`src/rtl/psd_pkg.sv`:
```
package psd_pkg;
  localparam int unsigned PSD_MOD   = 64;
  localparam int unsigned PSD_B_W   = 11;
  localparam int unsigned PSD_A_W   = 7;
  localparam int unsigned PSD_B_MIN = 3;
  localparam int unsigned PSD_RST_B = 3;
  localparam int unsigned PSD_RST_A = 0;

  // prescaler modulus for the coming prescaler period
  typedef enum logic {
    MODE_BASE = 1'b0,   // divide by MOD
    MODE_SWAL = 1'b1    // divide by MOD + 1
  } psd_mode_e;
endpackage

```
`src/rtl/psd_cfg_check.sv`:
```
module psd_cfg_check #(
  parameter int unsigned A_W   = psd_pkg::PSD_A_W,
  parameter int unsigned B_W   = psd_pkg::PSD_B_W,
  parameter int unsigned MOD   = psd_pkg::PSD_MOD,
  parameter int unsigned B_MIN = psd_pkg::PSD_B_MIN,
  parameter int unsigned RST_A = psd_pkg::PSD_RST_A,
  parameter int unsigned RST_B = psd_pkg::PSD_RST_B
) (
  input  logic           clk,
  input  logic           rst_n,
  input  logic           cfg_load,
  input  logic [A_W-1:0] cfg_a,
  input  logic [B_W-1:0] cfg_b,
  output logic [A_W-1:0] pend_a,
  output logic [B_W-1:0] pend_b,
  output logic           config_error
);
  localparam int unsigned CW = (B_W > A_W) ? B_W : A_W;
  localparam logic [A_W:0]   MOD_X = (A_W+1)'(MOD);
  localparam logic [B_W-1:0] BMIN_X = B_W'(B_MIN);

  logic cfg_ok;
  assign cfg_ok = (cfg_b >= BMIN_X) && ({1'b0, cfg_a} < MOD_X)
                  && (CW'(cfg_a) < CW'(cfg_b));

  always_ff @(posedge clk) begin
    if (!rst_n) begin
      pend_a       <= A_W'(RST_A);
      pend_b       <= B_W'(RST_B);
      config_error <= 1'b0;
    end else if (cfg_load) begin
      config_error <= !cfg_ok;
      if (cfg_ok) begin
        pend_a <= cfg_a;
        pend_b <= cfg_b;
      end
    end
  end

  a_r4_flag_on_bad: assert property (@(posedge clk) disable iff (!rst_n)
    (cfg_load && ((cfg_b < BMIN_X) || (CW'(cfg_a) >= CW'(cfg_b))))
      |=> config_error);
  a_r5_bad_keeps_pair: assert property (@(posedge clk) disable iff (!rst_n)
    (cfg_load && !cfg_ok) |=> ($stable(pend_a) && $stable(pend_b)));
  a_r9_idle_keeps_pair: assert property (@(posedge clk) disable iff (!rst_n)
    !cfg_load |=> ($stable(pend_a) && $stable(pend_b)));
endmodule

```
`src/rtl/psd_prescaler.sv`:
```
module psd_prescaler
  import psd_pkg::*;
#(
  parameter int unsigned MOD       = PSD_MOD,
  parameter bit          RST_SWAL  = 1'b0,
  localparam int unsigned CNT_W    = $clog2(MOD + 1)
) (
  input  logic      clk,
  input  logic      rst_n,
  input  psd_mode_e next_mode,
  output logic      pre_tc
);
  localparam logic [CNT_W-1:0] TOP_SWAL = CNT_W'(MOD);
  localparam logic [CNT_W-1:0] TOP_BASE = CNT_W'(MOD - 1);

  logic [CNT_W-1:0] cnt;
  assign pre_tc = (cnt == '0);

  always_ff @(posedge clk) begin
    if (!rst_n)
      cnt <= RST_SWAL ? TOP_SWAL : TOP_BASE;
    else if (pre_tc)
      cnt <= (next_mode == MODE_SWAL) ? TOP_SWAL : TOP_BASE;
    else
      cnt <= cnt - 1'b1;
  end

  a_r3_cnt_range: assert property (@(posedge clk) disable iff (!rst_n)
    cnt <= TOP_SWAL);
  a_r3_swal_len: assert property (@(posedge clk) disable iff (!rst_n)
    (pre_tc && next_mode == MODE_BASE) |=> (cnt == TOP_BASE));
endmodule

```
`src/rtl/psd_ab_counter.sv`:
```
module psd_ab_counter
  import psd_pkg::*;
#(
  parameter int unsigned A_W   = PSD_A_W,
  parameter int unsigned B_W   = PSD_B_W,
  parameter int unsigned RST_A = PSD_RST_A,
  parameter int unsigned RST_B = PSD_RST_B
) (
  input  logic           clk,
  input  logic           rst_n,
  input  logic           pre_tc,
  input  logic [A_W-1:0] pend_a,
  input  logic [B_W-1:0] pend_b,
  output psd_mode_e      next_mode,
  output logic           wrap
);
  localparam int unsigned CW = (B_W > A_W) ? B_W : A_W;

  logic [A_W-1:0] a_cnt, a_nxt;
  logic [B_W-1:0] b_cnt, b_nxt;

  assign wrap = pre_tc && (b_cnt == B_W'(1));

  always_comb begin
    a_nxt = a_cnt;
    b_nxt = b_cnt;
    if (wrap) begin
      a_nxt = pend_a;
      b_nxt = pend_b;
    end else if (pre_tc) begin
      b_nxt = b_cnt - 1'b1;
      if (a_cnt != '0) a_nxt = a_cnt - 1'b1;
    end
  end

  assign next_mode = (a_nxt != '0) ? MODE_SWAL : MODE_BASE;

  always_ff @(posedge clk) begin
    if (!rst_n) begin
      a_cnt <= A_W'(RST_A);
      b_cnt <= B_W'(RST_B);
    end else begin
      a_cnt <= a_nxt;
      b_cnt <= b_nxt;
    end
  end

  a_r1_b_nonzero: assert property (@(posedge clk) disable iff (!rst_n)
    b_cnt != '0);
  a_r3_a_below_b: assert property (@(posedge clk) disable iff (!rst_n)
    CW'(a_cnt) < CW'(b_cnt));
  a_r7_hold_midway: assert property (@(posedge clk) disable iff (!rst_n)
    !pre_tc |=> ($stable(a_cnt) && $stable(b_cnt)));
endmodule

```
`src/rtl/psd_main_divider.sv`:
```
module psd_main_divider
  import psd_pkg::*;
#(
  parameter int unsigned MOD   = PSD_MOD,
  parameter int unsigned A_W   = PSD_A_W,
  parameter int unsigned B_W   = PSD_B_W,
  parameter int unsigned B_MIN = PSD_B_MIN,
  parameter int unsigned RST_A = PSD_RST_A,
  parameter int unsigned RST_B = PSD_RST_B
) (
  input  logic           clk,
  input  logic           rst_n,
  input  logic           cfg_load,
  input  logic [B_W-1:0] cfg_b,
  input  logic [A_W-1:0] cfg_a,
  output logic           div_pulse,
  output logic           config_error
);
  logic [A_W-1:0] pend_a;
  logic [B_W-1:0] pend_b;
  logic           pre_tc;
  logic           wrap;
  psd_mode_e      next_mode;

  psd_cfg_check #(
    .A_W(A_W), .B_W(B_W), .MOD(MOD), .B_MIN(B_MIN),
    .RST_A(RST_A), .RST_B(RST_B)
  ) u_cfg (
    .clk(clk), .rst_n(rst_n), .cfg_load(cfg_load),
    .cfg_a(cfg_a), .cfg_b(cfg_b),
    .pend_a(pend_a), .pend_b(pend_b), .config_error(config_error)
  );

  psd_prescaler #(
    .MOD(MOD), .RST_SWAL(RST_A != 0)
  ) u_pre (
    .clk(clk), .rst_n(rst_n), .next_mode(next_mode), .pre_tc(pre_tc)
  );

  psd_ab_counter #(
    .A_W(A_W), .B_W(B_W), .RST_A(RST_A), .RST_B(RST_B)
  ) u_ab (
    .clk(clk), .rst_n(rst_n), .pre_tc(pre_tc),
    .pend_a(pend_a), .pend_b(pend_b),
    .next_mode(next_mode), .wrap(wrap)
  );

  always_ff @(posedge clk) begin
    if (!rst_n) div_pulse <= 1'b0;
    else        div_pulse <= wrap;
  end

  a_r2_one_cycle: assert property (@(posedge clk) disable iff (!rst_n)
    div_pulse |=> !div_pulse);
  a_r2_follows_wrap: assert property (@(posedge clk) disable iff (!rst_n)
    wrap |=> div_pulse);
endmodule

```
`config.mk`:
```
export PLATFORM = sky130hd
export DESIGN_NAME = psd_main_divider
export DESIGN_NICKNAME = d
export VERILOG_FILES = /design/src/rtl/psd_pkg.sv /design/src/rtl/psd_cfg_check.sv /design/src/rtl/psd_prescaler.sv /design/src/rtl/psd_ab_counter.sv /design/src/rtl/psd_main_divider.sv
export SDC_FILE = /design/constraint.sdc
export NUM_CORES = 1
export LEC_CHECK = 0
export ABC_AREA = 0
export BUFFER_PORTS_ARGS = -buffer_cell sky130_fd_sc_hd__buf_2
export CORE_MARGIN = 2
export CORE_UTILIZATION = 55
export DETAILED_ROUTE_END_ITERATION = 6
export GPL_ROUTABILITY_DRIVEN = 0
export PLACE_DENSITY = 0.75
export RECOVER_POWER = 25
export SYNTH_ARGS = -nofsm -noshare
export SYNTH_HDL_FRONTEND = slang
export SYNTH_HIERARCHICAL = 1
export SYNTH_SLANG_ARGS = --single-unit
```
`constraint.sdc`:
```
create_clock -name clk -period 8.3 [get_ports clk]
set_input_delay 0.415 -clock clk [delete_from_list [all_inputs] [get_ports clk]]
set_output_delay 0.415 -clock clk [all_outputs]
set_load 0.005 [all_outputs]
```
==> results of run 1 <==
==> metrics by stage <==
stage | hold slack [ns] | total power [mW]
after global routing | 0.3326 | 0.4163
after CTS | 0.3318 | 0.4012
after global placement | 0.4465 | 0.2699
final | 0.3423 | 0.3956
after floorplan | 0.4349 | 0.2586
after detailed placement | 0.4530 | 0.2710
==> where the power goes <==
group | leakage [nW] | total, mW | switching (mW) | internal [mW]
clock | 0.0450 | 0.131 | 0.0728 | 0.0584
sequential | 0.366 | 0.228 | 0.00467 | 0.223
combinational | 0.736 | 0.0367 | 0.0205 | 0.0162
==> state kept, by name, indices dropped and copies added, names as in the netlist <==
register            flops
div_pulse               1
u_ab/a_cnt              7
u_ab/b_cnt             11
u_cfg/config_error      1
u_cfg/pend_a            7
u_cfg/pend_b           11
u_pre/cnt               7
==> worst max-delay path by stage <==
stage               depth (start not counted)  slack (ns)               startpoint                       to
finish                                     11        5.00  u_pre/cnt[3]$_SDFF_PN1_  u_pre/cnt[6]$_SDFF_PN0_
global route                               11        4.75  u_pre/cnt[3]$_SDFF_PN1_  u_pre/cnt[6]$_SDFF_PN0_
CTS                                        11        4.99  u_pre/cnt[3]$_SDFF_PN1_  u_pre/cnt[6]$_SDFF_PN0_
detailed placement                         11        5.04  u_pre/cnt[3]$_SDFF_PN1_  u_pre/cnt[6]$_SDFF_PN0_
global placement                           11        5.08  u_pre/cnt[3]$_SDFF_PN1_  u_pre/cnt[6]$_SDFF_PN0_
floorplan                                  11        5.16  u_pre/cnt[3]$_SDFF_PN1_  u_pre/cnt[6]$_SDFF_PN0_
==> critical path, stage by stage, from the launching register on <==
cell and delay, ns:
dfxtp_1 0.36, or4_4 0.58, nor3b_4 0.17, buf_4 0.29, inv_1 0.19, nor4_1 0.37
mux2i_1 0.26, nor4b_1 0.33, o2111ai_2 0.17, mux2i_1 0.17, nor2_1 0.05, o221a_2 0.26
==> cell type report <==
cell class | instances | area (µm²)
Multi-Input combinational cell | 206 | 1425
Timing Repair Buffer | 23 | 115.1
Clock buffer | 6 | 72.57
Fill cell | 391 | 1698
Clock inverter | 2 | 10.01
Inverter | 18 | 67.56
Tap cell | 52 | 65.06
Sequential cell | 45 | 900.9
==> cells by family after synthesis <==
group	Yosys count
fa+ha+maj	12
buf+inv	28
compound gates	59
simple gates	108
flops	45
mux	22
xor+xnor	5
==> cell usage after synthesis (all sizes together) (3+ instances only) <==
cell	number	area share (%)
a211oi	3	0.90
a21oi	10	2.5
a32o	4	1.6
and2	3	0.85
buf	5	2.2
clkbuf	5	0.75
dfxtp	45	36
ha	12	6.0
inv	18	2.7
mux2	4	2.0
mux2i	18	7.7
nand2	29	4.4
nand2b	3	0.75
nor2	30	4.5
nor2b	4	1.0
nor3	9	1.8
nor3b	3	1.4
nor4	7	2.4
o211ai	4	1.2
o21ai	22	4.6
or3	5	1.5
or4	7	2.6
xnor2	3	1.1
==> routing by layer <==
layer / wire length, µm / vias up
met5: 0 / -
met4: 71 / 0
met3: 210 / 7
met2: 2272 / 48
met1: 2533 / 927
li1: - / 1034
==> results.sh, run 1 <==
export IMPL_outcome="finished, violations left"
export IMPL_violations="max-capacitance violations, max-slew violations"
export IMPL_die_area_mm2=0.005093
export IMPL_root_buffer="clkbuf_8"
export IMPL_antenna_found_initial=0
export IMPL_yosys_warnings=6
export IMPL_dp_cells=344
export IMPL_syn_area_mm2=0.002496
export IMPL_place_area_mm2=0.002606
export IMPL_synth_top_family_by_area="simple AND/OR/NAND/NOR gates"
export IMPL_cts_buffers=5
export IMPL_synth_xor_area_share_pct=1.754
export IMPL_use_met2_pct=33.13
export IMPL_wirelength_mm=5.088
export IMPL_syn2layout_area_growth_pct=6.416
export IMPL_ant_nets=0
export IMPL_postCtsHoldBufs=0
export IMPL_fin_crit_sh_pct=39.80
export IMPL_drt_iter0_markers=184
export IMPL_globalRouteMet1Util_pct=29.09
export IMPL_crit_type="register to register"
export IMPL_fin_tns_setup_ns=0
export IMPL_drive_gt1_share_pct=16.67
export IMPL_syn_inst=279
export IMPL_critPathArrivalTime_ns=3.49
export IMPL_finalSetupViolations=0
export IMPL_drtPass1Iterations=5
export IMPL_synth_compound_area_share_pct=17.44
export IMPL_irDropWorstVdd_v=0.0001046
export IMPL_path_clk_slew_ns=0.08
export IMPL_syn_area_per_cell_um2=8.947
export IMPL_rsz0062_at_grt="no"
export IMPL_p_leak_nw=1.148
export IMPL_grt_pass1_wl_mm=8.528
export IMPL_max_freq_mhz=302.7
export IMPL_die_h_um=71.37
export IMPL_htreeDepth=2
export IMPL_hold_violations=0
export IMPL_slew_headroom_pct=-31.83
export IMPL_endpoint_kind="register"
export IMPL_instances_no_fill=352
export IMPL_layout_min_cycle_time_ns=3.304
export IMPL_core_mm2=0.004354
export IMPL_synthArstFlopShare_pct=0
export IMPL_synthAdderAreaFrac_pct=6.015
export IMPL_crit_required_ns=8.49
export IMPL_synthMuxAreaShare_pct=9.674
export IMPL_ys_ff_latch=45
export IMPL_hpwl_mm=3.625
export IMPL_synth_cell_type_count=58
export IMPL_setup_ws_ns=4.996
export IMPL_maxCapViolCount=1
export IMPL_dp_worst_setup_slack_ns=5.041
export IMPL_r2r_cells=11
export IMPL_hold_class="input port to register"
export IMPL_cts_buffer_depth=2
export IMPL_finalClockSkew_ns=0.007711
export IMPL_syn_num_nets=312
export IMPL_cts_tree="built"
export IMPL_synth_edff_count=0
export IMPL_drc=0
export IMPL_io_buffers=22
export IMPL_clkLatencyLatePin_ns=0.30
export IMPL_ctsResizeCount=0
export IMPL_layout_commonest_cell="dfxtp_1"
export IMPL_crit_fanout=27
export IMPL_tightest_slew_ns=1.977
export IMPL_antennaDiodeCount=0
export IMPL_cts_sink_count=45
export IMPL_ys_seq_area_share_pct=36.09
export IMPL_ios=23
export IMPL_p_per_area_mw_per_mm2=148.9
export IMPL_hold_path_end="u_cfg/pend_b[7]$_SDFFE_PN0P_"
export IMPL_die_w_um=71.37
export IMPL_grt_overflow_total=0
export IMPL_viasPerCell=5.727
export IMPL_slew_viol_final=20
export IMPL_reg2reg_from="u_pre/cnt[3]$_SDFF_PN1_"
export IMPL_cts_setup_buffers=0
export IMPL_grt_pass1_vias=1837
export IMPL_rows=24
export IMPL_cp_start_kind="register"
export IMPL_hold_start="cfg_b[7]"
export IMPL_holdPathStages=2
export IMPL_r2r_end="u_pre/cnt[6]$_SDFF_PN0_"
export IMPL_start_util_pct=57.33
export IMPL_grt_start_max_net_pins=41
export IMPL_dr_total_vias=2016
export IMPL_reg2reg_slack_ns=5.00
export IMPL_final_area_mm2=0.002656
export IMPL_wl_per_cell_um=14.45
export IMPL_layout_nets=332
export IMPL_synth_simple_gate_area_share_pct=23.41
export IMPL_grt_use_met3_pct=4.782
export IMPL_utilization_pct=61.01
export IMPL_grt_usage_pct=21.27
export IMPL_top_usage_layer="met2"
export IMPL_layout_common_cells="dfxtp_1 (45), nor2_1 (30), nand2_1 (29)"
export IMPL_synth_main_ff_cell="dfxtp_1"
No activity file was read; power rests on OpenSTA's default activity.
==> run 2, diff against run 1 <==
==> constraint.sdc (replaced) <==
create_clock -name clk -period 3.3 [get_ports clk]
set_input_delay 0.165 -clock clk [delete_from_list [all_inputs] [get_ports clk]]
set_output_delay 0.165 -clock clk [all_outputs]
set_load 0.005 [all_outputs]
==> run 2 against run 1 <==
The flow still finishes with violations (max-capacitance violations, max-slew violations); wire length up 0.67%; global-route usage up 1.3 points; non-clock buffer count rose by 2; register-to-register slack got worse by 4.8 ns; maximum frequency up 6.8%; worst hold slack lost 0.25 ns; critical endpoint unchanged; via count grew 1.6%.
==> results.sh, run 2 (synthesis gave the netlist of run 1 again) <==
export IMPL_outcome="finished, violations left"
export IMPL_violations="max-capacitance violations, max-slew violations"
export IMPL_crit_top_cell="mux2i_1"
export IMPL_hold_path_end="u_cfg/pend_b[8]$_SDFFE_PN0P_"
export IMPL_seq_area_um2=900.9
export IMPL_drc=0
export IMPL_hpwl_mm=3.813
export IMPL_tightest_slew_ns=1.941
export IMPL_dp_worst_setup_slack_ns=0.2553
export IMPL_grt_start_max_net_pins=41
export IMPL_p_total_mw=1.095
export IMPL_reg2reg_slack_ns=0.21
export IMPL_holdPathStages=2
export IMPL_cts_buffer_depth=2
export IMPL_htreeDepth=2
export IMPL_final_area_mm2=0.002706
export IMPL_drive_gt1_share_pct=17.55
export IMPL_slew_viol_final=20
export IMPL_hold_class="input port to register"
export IMPL_reg2reg_from="u_pre/cnt[3]$_SDFF_PN1_"
export IMPL_cts_setup_buffers=0
export IMPL_place_area_mm2=0.002621
export IMPL_ctsResizeCount=0
export IMPL_wl_per_cell_um=14.47
export IMPL_setup_ws_ns=0.2059
export IMPL_crit_fanout=7
export IMPL_syn2layout_area_growth_pct=8.421
export IMPL_r2r_end="u_pre/cnt[6]$_SDFF_PN0_"
export IMPL_grt_pass1_wl_mm=9.177
export IMPL_io_buffers=22
export IMPL_crit_required_ns=3.50
export IMPL_clkLatencyLatePin_ns=0.30
export IMPL_switching_share_pct=22.46
export IMPL_slew_headroom_pct=-29.37
export IMPL_crit_type="register to register"
export IMPL_root_buffer="clkbuf_8"
export IMPL_drt_iter0_markers=148
export IMPL_maxCapViolCount=1
export IMPL_irDropWorstVdd_v=0.0002056
export IMPL_ant_nets=0
export IMPL_hold_violations=0
export IMPL_ios=23
export IMPL_netSwitchingPower_mw=0.2458
export IMPL_utilization_pct=62.16
export IMPL_postCtsHoldBufs=0
export IMPL_layout_commonest_cell="dfxtp_1"
export IMPL_p_per_area_mw_per_mm2=404.4
export IMPL_fin_crit_sh_pct=93.76
export IMPL_wirelength_mm=5.122
export IMPL_antennaDiodeCount=0
export IMPL_hold_start="cfg_b[8]"
export IMPL_endpoint_kind="register"
export IMPL_core_mm2=0.004354
export IMPL_critPathArrivalTime_ns=3.29
export IMPL_largestRegisters="u_ab/b_cnt (11), u_cfg/pend_b (11)"
export IMPL_cp_slowest_cell="or4_4"
export IMPL_holdWs_ns=0.09515
export IMPL_cp_start_kind="register"
export IMPL_finalSetupViolations=0
export IMPL_layout_min_cycle_time_ns=3.094
export IMPL_rsz0062_at_grt="no"
export IMPL_cts_buffers=5
export IMPL_grt_pass1_vias=2062
export IMPL_p_seq_share_pct=52.4
export IMPL_layout_nets=334
export IMPL_cp_slowest_stage_delay_ns=0.59
export IMPL_p_clk_share_pct=39.2
export IMPL_r2r_cells=10
export IMPL_die_area_mm2=0.005093
export IMPL_instances_no_fill=354
export IMPL_multiInputGateArea_mm2=0.001425
export IMPL_viasPerCell=5.788
export IMPL_path_cells="or4_4 > nor3b_4 > inv_1 > nor4_1 > mux2i_1 > nor4b_1 > o2111ai_2 > mux2i_1 > nor2_1 > o221a_2"
export IMPL_max_freq_mhz=323.2
export IMPL_rows=24
export IMPL_drtPass1Iterations=4
export IMPL_num_fill_cells=380
export IMPL_dr_total_vias=2049
export IMPL_fin_tns_setup_ns=0
export IMPL_finalClockSkew_ns=0.007400
export IMPL_p_comb_share_pct=8.4
export IMPL_grt_usage_pct=22.60
export IMPL_antenna_found_initial=0
export IMPL_dp_cells=346
export IMPL_p_int_mw=0.8487
export IMPL_die_h_um=71.37
export IMPL_p_leak_nw=1.174
export IMPL_grt_overflow_total=0
export IMPL_start_util_pct=57.33
export IMPL_cts_sink_count=45
export IMPL_cts_tree="built"
export IMPL_path_clk_slew_ns=0.08
export IMPL_die_w_um=71.37
export IMPL_layout_common_cells="dfxtp_1 (45), nor2_1 (30), nand2_1 (29)"
[run 2: layout make-up]
type | count | area share, %
clock inverters | 1 | 1.110
clock buffers | 7 | 3.190
inverters | 18 | 2.497
multi-input cells | 206 | 52.66
well taps | 52 | 2.404
flip-flops and latches | 45 | 33.29
repair buffers | 25 | 4.854
[run 2: power groups by stage]
stage                     logic (mW)  clock network [mW]  registers, mW
after floorplan               0.0690                   0          0.581
after global placement        0.0937                   0          0.585
after detailed placement      0.0963                   0          0.586
after CTS                     0.0968               0.439          0.573
after global routing           0.106               0.464          0.576
final                         0.0922               0.429          0.573
[run 2: worst max-delay path by stage]
stage / start / to / slack [ns] / depth (start not counted)
4_1_cts: u_pre/cnt[3]$_SDFF_PN1_ / u_pre/cnt[6]$_SDFF_PN0_ / 0.24 / 10
3_5_place_dp: u_pre/cnt[3]$_SDFF_PN1_ / u_pre/cnt[6]$_SDFF_PN0_ / 0.26 / 10
5_1_grt: u_pre/cnt[3]$_SDFF_PN1_ / u_pre/cnt[6]$_SDFF_PN0_ / 0.02 / 10
6_report: u_pre/cnt[3]$_SDFF_PN1_ / u_pre/cnt[6]$_SDFF_PN0_ / 0.21 / 10
2_1_floorplan: u_pre/cnt[3]$_SDFF_PN1_ / u_pre/cnt[6]$_SDFF_PN0_ / 0.16 / 11
3_3_place_gp: u_pre/cnt[3]$_SDFF_PN1_ / u_pre/cnt[6]$_SDFF_PN0_ / 0.38 / 10
[run 2: worst max-delay path, delay by kind of cell (launching register included)]
| kind | cells | cell delay [ns] |
|---|---|---|
| buffers and inverters | 1 | 0.10 |
| AO/OA/AOI/OAI | 2 | 0.43 |
| AND/OR/NAND/NOR | 5 | 1.63 |
| multiplexers | 2 | 0.47 |
| flip-flops | 1 | 0.36 |
[run 2: routing by layer]
metal / global-route usage (%) / wire [µm]
met5: 0 / 0
met1: 28.95 / 2406
met2: 36.63 / 2415
met3: 5.626 / 229
met4: 9.015 / 71
